### config.mk
export PLATFORM = sky130hd
export DESIGN_NAME = audio_ctl_i2c
export DESIGN_NICKNAME = d
export VERILOG_FILES = /design/src/rtl/actl_pkg.sv /design/src/rtl/line_filter.sv /design/src/rtl/ctl_i2c_link.sv /design/src/rtl/ctl_regbank.sv /design/src/rtl/route_sel.sv /design/src/rtl/audio_ctl_i2c.sv
export SDC_FILE = /design/constraint.sdc
export NUM_CORES = 1
export LEC_CHECK = 0
export ABC_AREA = 1
export BUFFER_PORTS_ARGS = -buffer_cell sky130_fd_sc_hd__buf_2
export CAP_MARGIN = 20
export CORE_MARGIN = 3
export CORE_UTILIZATION = 55
export CTS_BUF_LIST = sky130_fd_sc_hd__clkbuf_8 sky130_fd_sc_hd__clkbuf_16
export DETAILED_ROUTE_END_ITERATION = 12
export GPL_ROUTABILITY_DRIVEN = 0
export PLACE_DENSITY = 0.71
export SETUP_SLACK_MARGIN = 0.3
export SLEW_MARGIN = 30
export SYNTH_ARGS = -nofsm -noshare
export SYNTH_HDL_FRONTEND = slang
export SYNTH_HIERARCHICAL = 1
export SYNTH_SLANG_ARGS = --single-unit
### constraint.sdc
create_clock -name clk_i -period 2 [get_ports clk_i]
set_clock_uncertainty 0.15 [all_clocks]
set_input_delay 0.2 -clock clk_i [delete_from_list [all_inputs] [get_ports clk_i]]
set_output_delay 0.2 -clock clk_i [all_outputs]
set_load 0.02 [all_outputs]
### src/rtl/actl_pkg.sv
package actl_pkg;
  localparam int unsigned REG_AW = 4;
  localparam logic [3:0] A_THR_ST  = 4'h4;
  localparam logic [3:0] A_THR_SAP = 4'h5;
  localparam logic [3:0] A_MODE    = 4'h6;
  localparam logic [3:0] A_LEVEL   = 4'h7;
  localparam logic [3:0] A_WIDE    = 4'h8;
  localparam logic [3:0] A_SPEC    = 4'h9;
  localparam logic [3:0] A_ADJ     = 4'hA;
  localparam logic [5:0] DEV_ADDR_HI = 6'b101101;

  typedef enum logic [1:0] {RT_MUTE = 2'd0, RT_MONO = 2'd1, RT_STEREO = 2'd2, RT_SAP = 2'd3} route_e;

  typedef struct packed {
    logic [3:0] st_thr;
    logic [3:0] sap_thr;
    logic       mode_sap;
    logic       mode_st;
    logic       smu;
    logic       lmu;
    logic [3:0] level;
    logic [4:0] wide;
    logic       sts;
    logic [4:0] spec;
    logic       adj;
    logic [2:0] tc;
  } ctl_fields_t;
endpackage

### src/rtl/line_filter.sv
module line_filter #(
  parameter int unsigned SYNC    = 2,
  parameter int unsigned TAPS    = 3,
  parameter bit          RST_VAL = 1'b1
) (
  input  logic clk_i,
  input  logic rst_ni,
  input  logic d_i,
  output logic q_o
);
  logic [SYNC-1:0] sy;
  logic [TAPS-1:0] win;

  always_ff @(posedge clk_i or negedge rst_ni) begin
    if (!rst_ni) begin
      sy  <= {SYNC{RST_VAL}};
      win <= {TAPS{RST_VAL}};
      q_o <= RST_VAL;
    end else begin
      sy  <= {sy[SYNC-2:0], d_i};
      win <= {win[TAPS-2:0], sy[SYNC-1]};
      q_o <= ($countones(win) > (TAPS / 2));
    end
  end

  a_r12_min_hold: assert property (@(posedge clk_i) disable iff (!rst_ni)
    !$stable(q_o) |=> $stable(q_o));
endmodule

### src/rtl/ctl_i2c_link.sv
module ctl_i2c_link
  import actl_pkg::*;
(
  input  logic              clk_i,
  input  logic              rst_ni,
  input  logic              scl_i,
  input  logic              sda_i,
  input  logic              addr_lsb_i,
  input  logic [7:0]        rd_byte0_i,
  input  logic [7:0]        rd_byte1_i,
  output logic              sda_low_o,
  output logic              wr_en_o,
  output logic [REG_AW-1:0] wr_addr_o,
  output logic [7:0]        wr_data_o
);
  localparam logic [7:0] SUB_LO = 8'(A_THR_ST);
  localparam logic [7:0] SUB_HI = 8'(A_ADJ);

  typedef enum logic [3:0] {S_IDLE, S_ADDR, S_ADDR_ACK, S_SUB, S_SUB_ACK,
                            S_WDATA, S_WDATA_ACK, S_RDATA, S_RACK} link_e;

  link_e             st;
  logic              scl_q, sda_q;
  logic [3:0]        cnt;
  logic [7:0]        sh, tx;
  logic              rw, rsel, mack;
  logic [REG_AW-1:0] ptr;
  logic              scl_rise, scl_fall, start_det, stop_det, ptr_ok;

  assign scl_rise  = scl_i & ~scl_q;
  assign scl_fall  = ~scl_i & scl_q;
  assign start_det = scl_i & scl_q & sda_q & ~sda_i;
  assign stop_det  = scl_i & scl_q & ~sda_q & sda_i;
  assign ptr_ok    = (ptr >= A_THR_ST) && (ptr <= A_ADJ);

  always_ff @(posedge clk_i or negedge rst_ni) begin
    if (!rst_ni) begin
      st <= S_IDLE; scl_q <= 1'b1; sda_q <= 1'b1; cnt <= '0; sh <= '0; tx <= '0;
      rw <= 1'b0; rsel <= 1'b0; mack <= 1'b0; ptr <= '0; sda_low_o <= 1'b0;
      wr_en_o <= 1'b0; wr_addr_o <= '0; wr_data_o <= '0;
    end else begin
      scl_q   <= scl_i;
      sda_q   <= sda_i;
      wr_en_o <= 1'b0;
      if (start_det) begin
        st <= S_ADDR; cnt <= '0; sda_low_o <= 1'b0;
      end else if (stop_det) begin
        st <= S_IDLE; sda_low_o <= 1'b0;
      end else begin
        unique case (st)
          S_ADDR, S_SUB, S_WDATA: begin
            if (scl_rise && cnt < 4'd8) begin
              sh  <= {sh[6:0], sda_i};
              cnt <= cnt + 4'd1;
            end else if (scl_fall && cnt == 4'd8) begin
              cnt <= '0;
              if (st == S_ADDR) begin
                if (sh[7:1] == {DEV_ADDR_HI, addr_lsb_i}) begin
                  sda_low_o <= 1'b1; rw <= sh[0]; st <= S_ADDR_ACK;
                end else st <= S_IDLE;
              end else if (st == S_SUB) begin
                if (sh >= SUB_LO && sh <= SUB_HI) begin
                  sda_low_o <= 1'b1; ptr <= sh[REG_AW-1:0]; st <= S_SUB_ACK;
                end else st <= S_IDLE;
              end else begin
                if (ptr_ok) begin
                  sda_low_o <= 1'b1; wr_en_o <= 1'b1; wr_addr_o <= ptr; wr_data_o <= sh;
                end
                st <= S_WDATA_ACK;
              end
            end
          end
          S_ADDR_ACK: if (scl_fall) begin
            if (rw) begin
              tx <= {rd_byte0_i[6:0], 1'b0}; sda_low_o <= ~rd_byte0_i[7];
              rsel <= 1'b1; cnt <= 4'd1; st <= S_RDATA;
            end else begin
              sda_low_o <= 1'b0; st <= S_SUB;
            end
          end
          S_SUB_ACK: if (scl_fall) begin
            sda_low_o <= 1'b0; st <= S_WDATA;
          end
          S_WDATA_ACK: if (scl_fall) begin
            sda_low_o <= 1'b0;
            if (ptr_ok) ptr <= ptr + 1'b1;
            st <= S_WDATA;
          end
          S_RDATA: if (scl_fall) begin
            if (cnt == 4'd8) begin
              sda_low_o <= 1'b0; st <= S_RACK;
            end else begin
              sda_low_o <= ~tx[7]; tx <= {tx[6:0], 1'b0}; cnt <= cnt + 4'd1;
            end
          end
          S_RACK: begin
            if (scl_rise) mack <= ~sda_i;
            else if (scl_fall) begin
              if (mack) begin
                tx <= rsel ? {rd_byte1_i[6:0], 1'b0} : {rd_byte0_i[6:0], 1'b0};
                sda_low_o <= rsel ? ~rd_byte1_i[7] : ~rd_byte0_i[7];
                rsel <= ~rsel; cnt <= 4'd1; st <= S_RDATA;
              end else st <= S_IDLE;
            end
          end
          default: ;
        endcase
      end
    end
  end

  a_r11_release_on_start: assert property (@(posedge clk_i) disable iff (!rst_ni)
    start_det |=> !sda_low_o);
  a_r11_drive_while_scl_low: assert property (@(posedge clk_i) disable iff (!rst_ni)
    $rose(sda_low_o) |-> !scl_i);
  a_r5_write_in_map: assert property (@(posedge clk_i) disable iff (!rst_ni)
    wr_en_o |-> (wr_addr_o >= A_THR_ST && wr_addr_o <= A_ADJ));
endmodule

### src/rtl/ctl_regbank.sv
module ctl_regbank
  import actl_pkg::*;
(
  input  logic              clk_i,
  input  logic              rst_ni,
  input  logic              wr_en_i,
  input  logic [REG_AW-1:0] wr_addr_i,
  input  logic [7:0]        wr_data_i,
  input  logic [4:0]        eng_wide_i,
  input  logic [4:0]        eng_spec_i,
  input  logic              stp_i,
  input  logic              sapp_i,
  output ctl_fields_t       f_o,
  output logic [7:0]        rd_byte0_o,
  output logic [7:0]        rd_byte1_o
);
  always_ff @(posedge clk_i or negedge rst_ni) begin
    if (!rst_ni) begin
      f_o     <= '0;
      f_o.smu <= 1'b1;
      f_o.lmu <= 1'b1;
    end else begin
      if (wr_en_i) begin
        unique case (wr_addr_i)
          A_THR_ST:  f_o.st_thr  <= wr_data_i[3:0];
          A_THR_SAP: f_o.sap_thr <= wr_data_i[3:0];
          A_MODE: begin
            f_o.mode_sap <= wr_data_i[7];
            f_o.mode_st  <= wr_data_i[6];
            f_o.smu      <= wr_data_i[4];
            f_o.lmu      <= wr_data_i[3];
          end
          A_LEVEL: f_o.level <= wr_data_i[3:0];
          A_WIDE:  f_o.wide  <= wr_data_i[4:0];
          A_SPEC: begin
            f_o.sts  <= wr_data_i[7];
            f_o.spec <= wr_data_i[4:0];
          end
          A_ADJ: begin
            f_o.adj <= wr_data_i[7];
            f_o.tc  <= wr_data_i[2:0];
          end
          default: ;
        endcase
      end
      // engine results take precedence over host writes
      if (f_o.adj) begin
        f_o.wide <= eng_wide_i;
        f_o.spec <= eng_spec_i;
      end
    end
  end

  assign rd_byte0_o = {1'b0, sapp_i, stp_i, f_o.wide};
  assign rd_byte1_o = {1'b0, sapp_i, stp_i, f_o.spec};

  a_r7_engine_wide: assert property (@(posedge clk_i) disable iff (!rst_ni)
    f_o.adj |=> f_o.wide == $past(eng_wide_i));
  a_r7_engine_spec: assert property (@(posedge clk_i) disable iff (!rst_ni)
    f_o.adj |=> f_o.spec == $past(eng_spec_i));
endmodule

### src/rtl/route_sel.sv
module route_sel
  import actl_pkg::*;
(
  input  logic   clk_i,
  input  logic   rst_ni,
  input  logic   mode_st_i,
  input  logic   mode_sap_i,
  input  logic   lmu_i,
  input  logic   stp_i,
  input  logic   sapp_i,
  output route_e route_l_o,
  output route_e route_r_o
);
  always_comb begin
    route_l_o = RT_MONO;
    route_r_o = RT_MONO;
    unique case ({mode_st_i, mode_sap_i})
      2'b11: begin
        route_l_o = sapp_i ? RT_SAP : RT_MUTE;
        route_r_o = sapp_i ? RT_SAP : RT_MUTE;
      end
      2'b10: begin
        route_l_o = stp_i ? RT_STEREO : RT_MONO;
        route_r_o = stp_i ? RT_STEREO : RT_MONO;
      end
      2'b01: route_r_o = sapp_i ? RT_SAP : RT_MUTE;
      default: ;
    endcase
    if (lmu_i) begin
      route_l_o = RT_MUTE;
      route_r_o = RT_MUTE;
    end
  end

  a_r10_main_mute: assert property (@(posedge clk_i) disable iff (!rst_ni)
    lmu_i |-> (route_l_o == RT_MUTE && route_r_o == RT_MUTE));
  a_r9_sap_needs_pilot: assert property (@(posedge clk_i) disable iff (!rst_ni)
    (route_r_o == RT_SAP) |-> (sapp_i && mode_sap_i));
  a_r9_stereo_needs_pilot: assert property (@(posedge clk_i) disable iff (!rst_ni)
    (route_l_o == RT_STEREO) |-> (stp_i && mode_st_i && !mode_sap_i));
endmodule

### src/rtl/audio_ctl_i2c.sv
module audio_ctl_i2c
  import actl_pkg::*;
#(
  parameter int unsigned SYNC_STAGES = 2,
  parameter int unsigned FILT_TAPS   = 3
) (
  input  logic       clk_i,
  input  logic       rst_ni,
  input  logic       scl_i,
  input  logic       sda_i,
  output logic       sda_low_o,
  input  logic       addr_sel_i,
  input  logic       stereo_pilot_i,
  input  logic       sap_pilot_i,
  input  logic [4:0] eng_wide_i,
  input  logic [4:0] eng_spec_i,
  output logic [3:0] st_noise_thr_o,
  output logic [3:0] sap_noise_thr_o,
  output logic [3:0] in_level_o,
  output logic       sap_mute_o,
  output logic       pilot_thr_sel_o,
  output logic       adj_run_o,
  output logic [2:0] timing_cur_o,
  output logic [4:0] wide_align_o,
  output logic [4:0] spec_align_o,
  output logic [1:0] route_left_o,
  output logic [1:0] route_right_o
);
  localparam int unsigned N_LINES = 4;

  logic [N_LINES-1:0] raw, clean;
  assign raw = {stereo_pilot_i, sap_pilot_i, sda_i, scl_i};

  // bus lines idle high, pilot flags idle low
  for (genvar g = 0; g < N_LINES; g++) begin : g_line
    line_filter #(.SYNC(SYNC_STAGES), .TAPS(FILT_TAPS), .RST_VAL(g < 2)) i_flt (
      .clk_i, .rst_ni, .d_i(raw[g]), .q_o(clean[g])
    );
  end

  logic              wr_en;
  logic [REG_AW-1:0] wr_addr;
  logic [7:0]        wr_data, rd0, rd1;
  ctl_fields_t       f;
  route_e            rl, rr;

  ctl_i2c_link i_link (
    .clk_i, .rst_ni, .scl_i(clean[0]), .sda_i(clean[1]), .addr_lsb_i(addr_sel_i),
    .rd_byte0_i(rd0), .rd_byte1_i(rd1), .sda_low_o,
    .wr_en_o(wr_en), .wr_addr_o(wr_addr), .wr_data_o(wr_data)
  );

  ctl_regbank i_regs (
    .clk_i, .rst_ni, .wr_en_i(wr_en), .wr_addr_i(wr_addr), .wr_data_i(wr_data),
    .eng_wide_i, .eng_spec_i, .stp_i(clean[3]), .sapp_i(clean[2]),
    .f_o(f), .rd_byte0_o(rd0), .rd_byte1_o(rd1)
  );

  route_sel i_route (
    .clk_i, .rst_ni, .mode_st_i(f.mode_st), .mode_sap_i(f.mode_sap), .lmu_i(f.lmu),
    .stp_i(clean[3]), .sapp_i(clean[2]), .route_l_o(rl), .route_r_o(rr)
  );

  assign st_noise_thr_o  = f.st_thr;
  assign sap_noise_thr_o = f.sap_thr;
  assign in_level_o      = f.level;
  assign sap_mute_o      = f.smu;
  assign pilot_thr_sel_o = f.sts;
  assign adj_run_o       = f.adj;
  assign timing_cur_o    = f.tc;
  assign wide_align_o    = f.wide;
  assign spec_align_o    = f.spec;
  assign route_left_o    = rl;
  assign route_right_o   = rr;
endmodule

======== After elaboration in Yosys (flattened, before gate mapping) ========
Cells that the tools add are included.
storage, ports and cells
  register bits ........................... 102
  output and inout bits ................... 33
  logic and storage cells ................. 253
cells by class
  add/subtract/negate cells ............... 10
  order comparisons ....................... 9
  eq/ne operators ......................... 55
  multiplexer cells ....................... 90
  bitwise gates (word level) .............. 18
  reduce and logical (&&, ||, !) cells .... 33
operators with widths
  cell                 count
  $add 32x1->32        4
  $gt 32x1->1 const B  4
  $mux 4               30
  $mux 8               7
  $eq 4x3->1 const B   8
  $ne 4x1->1 const B   8
  $mux 1               30
  $reduce_and 10->1    3
  $pmux 8 s3           1
  $ne 2x1->1 const B   11
  $eq 4x4->1 const B   5
  $pmux 4 s5           1
  $pmux 4 s4           1
  $reduce_and 2->1     8
  $reduce_and 8->1     2
  $mux 15              1
  $mux 5               3
  $ne 3x1->1 const B   5
  $mux 3               4
  $mux 6               2
  $reduce_and 12->1    1
  $not 1->1            11
  $mux 2               5
  $reduce_bool 2->1    5
  other kinds (34)     55

======== Longest topological paths before layout ========
  word-level depth ........................ 10
  gate-level depth with buffers ........... 11

======== Hierarchy ========
The synthesis kept the hierarchy.
by module, submodules not included
  module                             instances  cells each  area an instance (µm²)  sequential area each (µm²)
  ctl_i2c_link                       1          410         2,945.3                 1,153.6
  ctl_regbank                        1          189         1,570.3                 778.2
  line_filter (g_line[0].i_flt ...)  2          10          181.4                   157.7
  line_filter (g_line[2].i_flt ...)  2          10          173.9                   150.1
  route_sel                          1          13          67.6                    0.0

======== Worst setup path before layout ========
No wires, ideal clock.
  kind .................................... register to register
  from .................................... reg i_link.cnt[0]
  to ...................................... reg i_link.wr_addr_o[3]
  library setup time ...................... 119 ps
  arrival time ............................ 1,483 ps
  setup slack ............................. 248 ps
  stages on the path, launching flop included .. 11
  buffers on the path ..................... 1
  period minus slack after synthesis ...... 1,752 ps
  path through ............................ dfrtp_1 -> inv_1 -> ha_1 -> nand2_1 -> nor2_2 -> nand2_1 -> nor3_4 -> inv_2 -> buf_6 -> nand2_1 -> o21ai_2
on the way
  word-level cells in the longest chain between the ends .. 4
RTL lines
  what                            RTL line            source
  start: declaration              ctl_i2c_link.sv:24  logic [3:0] cnt;
  start signal: assignment        ctl_i2c_link.sv:54  cnt <= cnt + 4'd1;
  start signal: assignment        ctl_i2c_link.sv:93  sda_low_o <= ~tx[7]; tx <= {tx[6:0], 1'b0}; cnt <= cnt + 4'd1;
  $lt 4x4->1                      ctl_i2c_link.sv:52  if (scl_rise && cnt < 4'd8) begin
  $logic_and 1x1->1               ctl_i2c_link.sv:52
  $not 1->1 (no line)             n/a
  $reduce_and 8->1 (no line) (*)  n/a
  end signal: assignment          ctl_i2c_link.sv:40  wr_en_o <= 1'b0; wr_addr_o <= '0; wr_data_o <= '0;
  end signal: assignment          ctl_i2c_link.sv:67  sda_low_o <= 1'b1; wr_en_o <= 1'b1; wr_addr_o <= ptr; wr_data_o <= sh;
  end: declaration                ctl_i2c_link.sv:13  output logic [REG_AW-1:0] wr_addr_o,
Every way passes the cells marked *; elsewhere a longest branch is shown, timed or not.
A chain may end at the register's enable or synchronous reset.

======== Worst setup path after layout ========
  from .................................... reg g_line[0].i_flt.q_o
  to ...................................... reg i_link.st[3]
on the way
  word-level cells in the longest chain between the ends .. 5
RTL lines
  what                                                  RTL line                                                    source
  start: declaration                                    line_filter.sv:9                                            output logic q_o
  start signal: assignment                              line_filter.sv:22                                           q_o <= ($countones(win) > (TAPS / 2));
  $and 1x1->1 or $not 1->1 (tied branches)              ctl_i2c_link.sv:32, ctl_i2c_link.sv:33, ctl_i2c_link.sv:31
  $and 1x1->1 (on tied branches)                        ctl_i2c_link.sv:33, ctl_i2c_link.sv:31, ctl_i2c_link.sv:32
  $and 1x1->1 (tied with other cells)                   ctl_i2c_link.sv:33                                          assign stop_det = scl_i & scl_q & ~sda_q & sda_i;
  $ne 4x4->1 (no line) (tied with other cells)          n/a
  $reduce_and 9->1 (no line) or $mux 4 (tied branches)  n/a
  end signal: assignment                                ctl_i2c_link.sv:38                                          st <= S_IDLE; scl_q <= 1'b1; sda_q <= 1'b1; cnt <= '0; sh <= '0; tx <= '0;
  end signal: assignment                                ctl_i2c_link.sv:46                                          st <= S_ADDR; cnt <= '0; sda_low_o <= 1'b0;
  end signal: assignment                                ctl_i2c_link.sv:48                                          st <= S_IDLE; sda_low_o <= 1'b0;
  end: declaration                                      ctl_i2c_link.sv:22                                          link_e st;
Several ways; a longest one is shown, not always the timed one.

==> impl_metrics.ini <==
[final_layout]
multi_input_comb_area_sq_um = 2660
fraction_of_layout_cells_with_a_size_suffix_above_1_pct = 35.6
final_cells = 870
final-seq-area_sq_um = 2530
finalInstanceArea_sq_um = 6500
n_antenna_cell = 0
finalNetCount = 760
area_delta_synth_final_pct = 23.7
postLayoutCoreUtil_pct = 70.0
filler_cell_count = 743

[place]
place_hpwl_mm = 8.36
placement.setup.worst_slack_ps = 84.8
placement.io_buffers = 49
place_area_sq_um = 5570
placed_cells_incl_taps = 812

[power]
power.switching_fraction_pct = 42.3
ir_worst_vdd_v = 0.000639
power.net_switching_mw = 2.83
power_leakage_nw = 3.13
combPwrFrac_pct = 43.5
clock_power_share_pct = 18.1
power_report.internal_total_mw = 3.85
portion_of_total_power_attributed_to_sequential_cells_pct = 38.4
design_power_total_mw = 6.68
power_density_nw_per_um2 = 1030

[route]
wl_per_cell_um = 14.7
avgViaCountPerCell = 5.39
detailedRoute.firstPassIterationCount = 6
routed_via_count = 4693
drt-total-wl_mm = 12.8
remaining_drc_errors = 0
detailedRoute.firstIterationViolations = 350
route.antenna.remaining_nets = 0

[clock_tree]
clock-sinks = 100
clock_tree.root_cell = sky130_fd_sc_hd__clkbuf_8
cts_buffers = 9
cts_tree = done
clkSlewWorstSetupHoldPaths_ps = 90
cts_max_path_buffers = 2
ctsHtreeMaxLevel = 3
insertion_delay_ps = 360

[global_route]
grt_util_met3_pct = 3.86
grt_most_used_layer = met2
grtUsageMet1_pct = 31.1
first_global_vias = 4488
maximum_number_of_pins_on_one_net_before_global_route_repair = 101
grt_first_pass_wirelength_mm = 20.9
grt-ovfl-total = 0
gr-usage-met2_pct = 39.4
antenna_found_initial = 0
track_usage_pct = 23.7

[sta]
final.hold.worst_slack_ps = 28.4
timing.max_slew.rel_slack_pct = 63.5
timing_hold_violations_final = 0
setup_total_negative_slack_ps = 0
final_setup_violating_endpoints = 0
worst_pin_slew_ps = 547
final-max-slew-violation-count = 0
maxClockFrequency_mhz = 540
finalWorstPathRequiredPeriod_ps = 1850
finalWorstSetupSlack_ps = 150
rsz0062_at_grt = yes
timing.final.crit_share_pct = 92.5

[worst_hold_path]
worst_hold_path_type = input port to flip-flop
worstHoldStart = eng_spec_i[1]
min_delay_path_depth = 4
worst_hold_path.endpoint = i_regs/f_o[5]$_DFFE_PN0P_

[setup_path]
setup.worst_path.class = flip-flop to flip-flop
regToRegEndpoint = i_link/st[3]$_DFFE_PN0P_
worstSetupStartpointType = flip-flop
critical_path.max_fanout = 8
critPathArrivalTime_ps = 1950
crit_start = g_line[0].i_flt/q_o$_DFF_PN1_
timing.reg2reg.setup_slack_ps = 150
crit_path_end_kind = flip-flop
r2r_cells = 10
crit_required_ps = 2100
worstReg2RegStart = g_line[0].i_flt/q_o$_DFF_PN1_

[floorplanning]
floorplan.rows = 35
num_io_pins = 50
core_area_sq_um = 9280
start_util_pct = 56.6
die-width_um = 104
die_area_sq_um = 10800
die_y_um = 104

[synth]
avg_inst_size_synth_sq_um = 8.10
netlist_instances = 649
synth-warning-count = 6
syn-cell-area_sq_um = 5260

[flow_run]
max_cap_viol_count = 0

[outcome]
run_status = completed
[worst max-delay path by stage]
stage,end,slack (ps)
5_1_grt,i_link/st[1]$_DFFE_PN0P_,70
3_3_place_gp,i_link/ptr[2]$_DFFE_PN0P_,160
2_1_floorplan,i_link/wr_addr_o[3]$_DFFE_PN0P_,310
4_1_cts,i_link/st[3]$_DFFE_PN0P_,240
6_report,i_link/st[3]$_DFFE_PN0P_,150
3_5_place_dp,i_link/wr_addr_o[2]$_DFFE_PN0P_,80
[cell usage in the layout, fill, tap and decap left out, types with 14 or more instances in the layout]
cell type and count:
sky130_fd_sc_hd__dfrtp_1 76, sky130_fd_sc_hd__dfstp_2 16, sky130_fd_sc_hd__nor2_4 16, sky130_fd_sc_hd__nand3_1 55
sky130_fd_sc_hd__buf_4 34, sky130_fd_sc_hd__buf_2 45, sky130_fd_sc_hd__inv_1 40, sky130_fd_sc_hd__o21ai_0 22
sky130_fd_sc_hd__nor2_2 14, sky130_fd_sc_hd__nor2_1 38, sky130_fd_sc_hd__nand2_1 193, sky130_fd_sc_hd__nand2_2 29
sky130_fd_sc_hd__o21ai_1 18
[sequential cells by signal, indices dropped and copies added (netlist names), 4 cells and up]
register,cells
i_link/st,4
i_link/tx,7
i_link/wr_addr_o,4
i_regs/f_o,31
i_link/ptr,4
g_line.i_flt/sy,8
g_line.i_flt/win,12
i_link/cnt,4
i_link/sh,8
i_link/wr_data_o,7
g_line.i_flt/q_o,4
[per-layer routing]
metal  routed length, um  vias up
li1                    -     2239
met1                5350     2242
met2                6370      180
met3                 789       32
met4                 311        0
met5                   0        -
[power groups by stage]
stage          registers (mW)  logic, mW  clock network (mW)
2_1_floorplan            2.52       1.72                   0
3_3_place_gp             2.56       2.13                   0
3_5_place_dp             2.57       2.19                   0
4_1_cts                  2.54       2.43                1.25
5_1_grt                  2.60       3.21                1.33
6_report                 2.56       2.90                1.21
[layout make-up]
class / instances / area share (%)
Clock buffer: 9 / 1.91
Clock inverter: 7 / 0.866
Inverter: 58 / 3.62
Multi-Input combinational cell: 467 / 40.9
Sequential cell: 100 / 39.0
Tap cell: 129 / 2.48
Timing Repair Buffer: 98 / 11.0
Timing Repair inverter: 2 / 0.346
[critical path, stage by stage, from the launching register on]
cell	delay [ps]
sky130_fd_sc_hd__dfstp_2	600
sky130_fd_sc_hd__buf_6	120
sky130_fd_sc_hd__nand3_2	70
sky130_fd_sc_hd__nand2_2	90
sky130_fd_sc_hd__nand2_4	110
sky130_fd_sc_hd__nand3_4	130
sky130_fd_sc_hd__nand3_4	100
sky130_fd_sc_hd__nor2_4	170
sky130_fd_sc_hd__nand2_4	90
sky130_fd_sc_hd__nand2_1	60
sky130_fd_sc_hd__nand2_1	50
[what timing repair did]
action,4_1_cts,5_1_grt
pin swaps,15,17
cloned,0,2
resized for setup,36,86
setup endpoints to repair,34,43
hold buffers,7,0
setup buffers,19,14
hold endpoints to repair,90,0
Power figures use the tool's default switching activity.
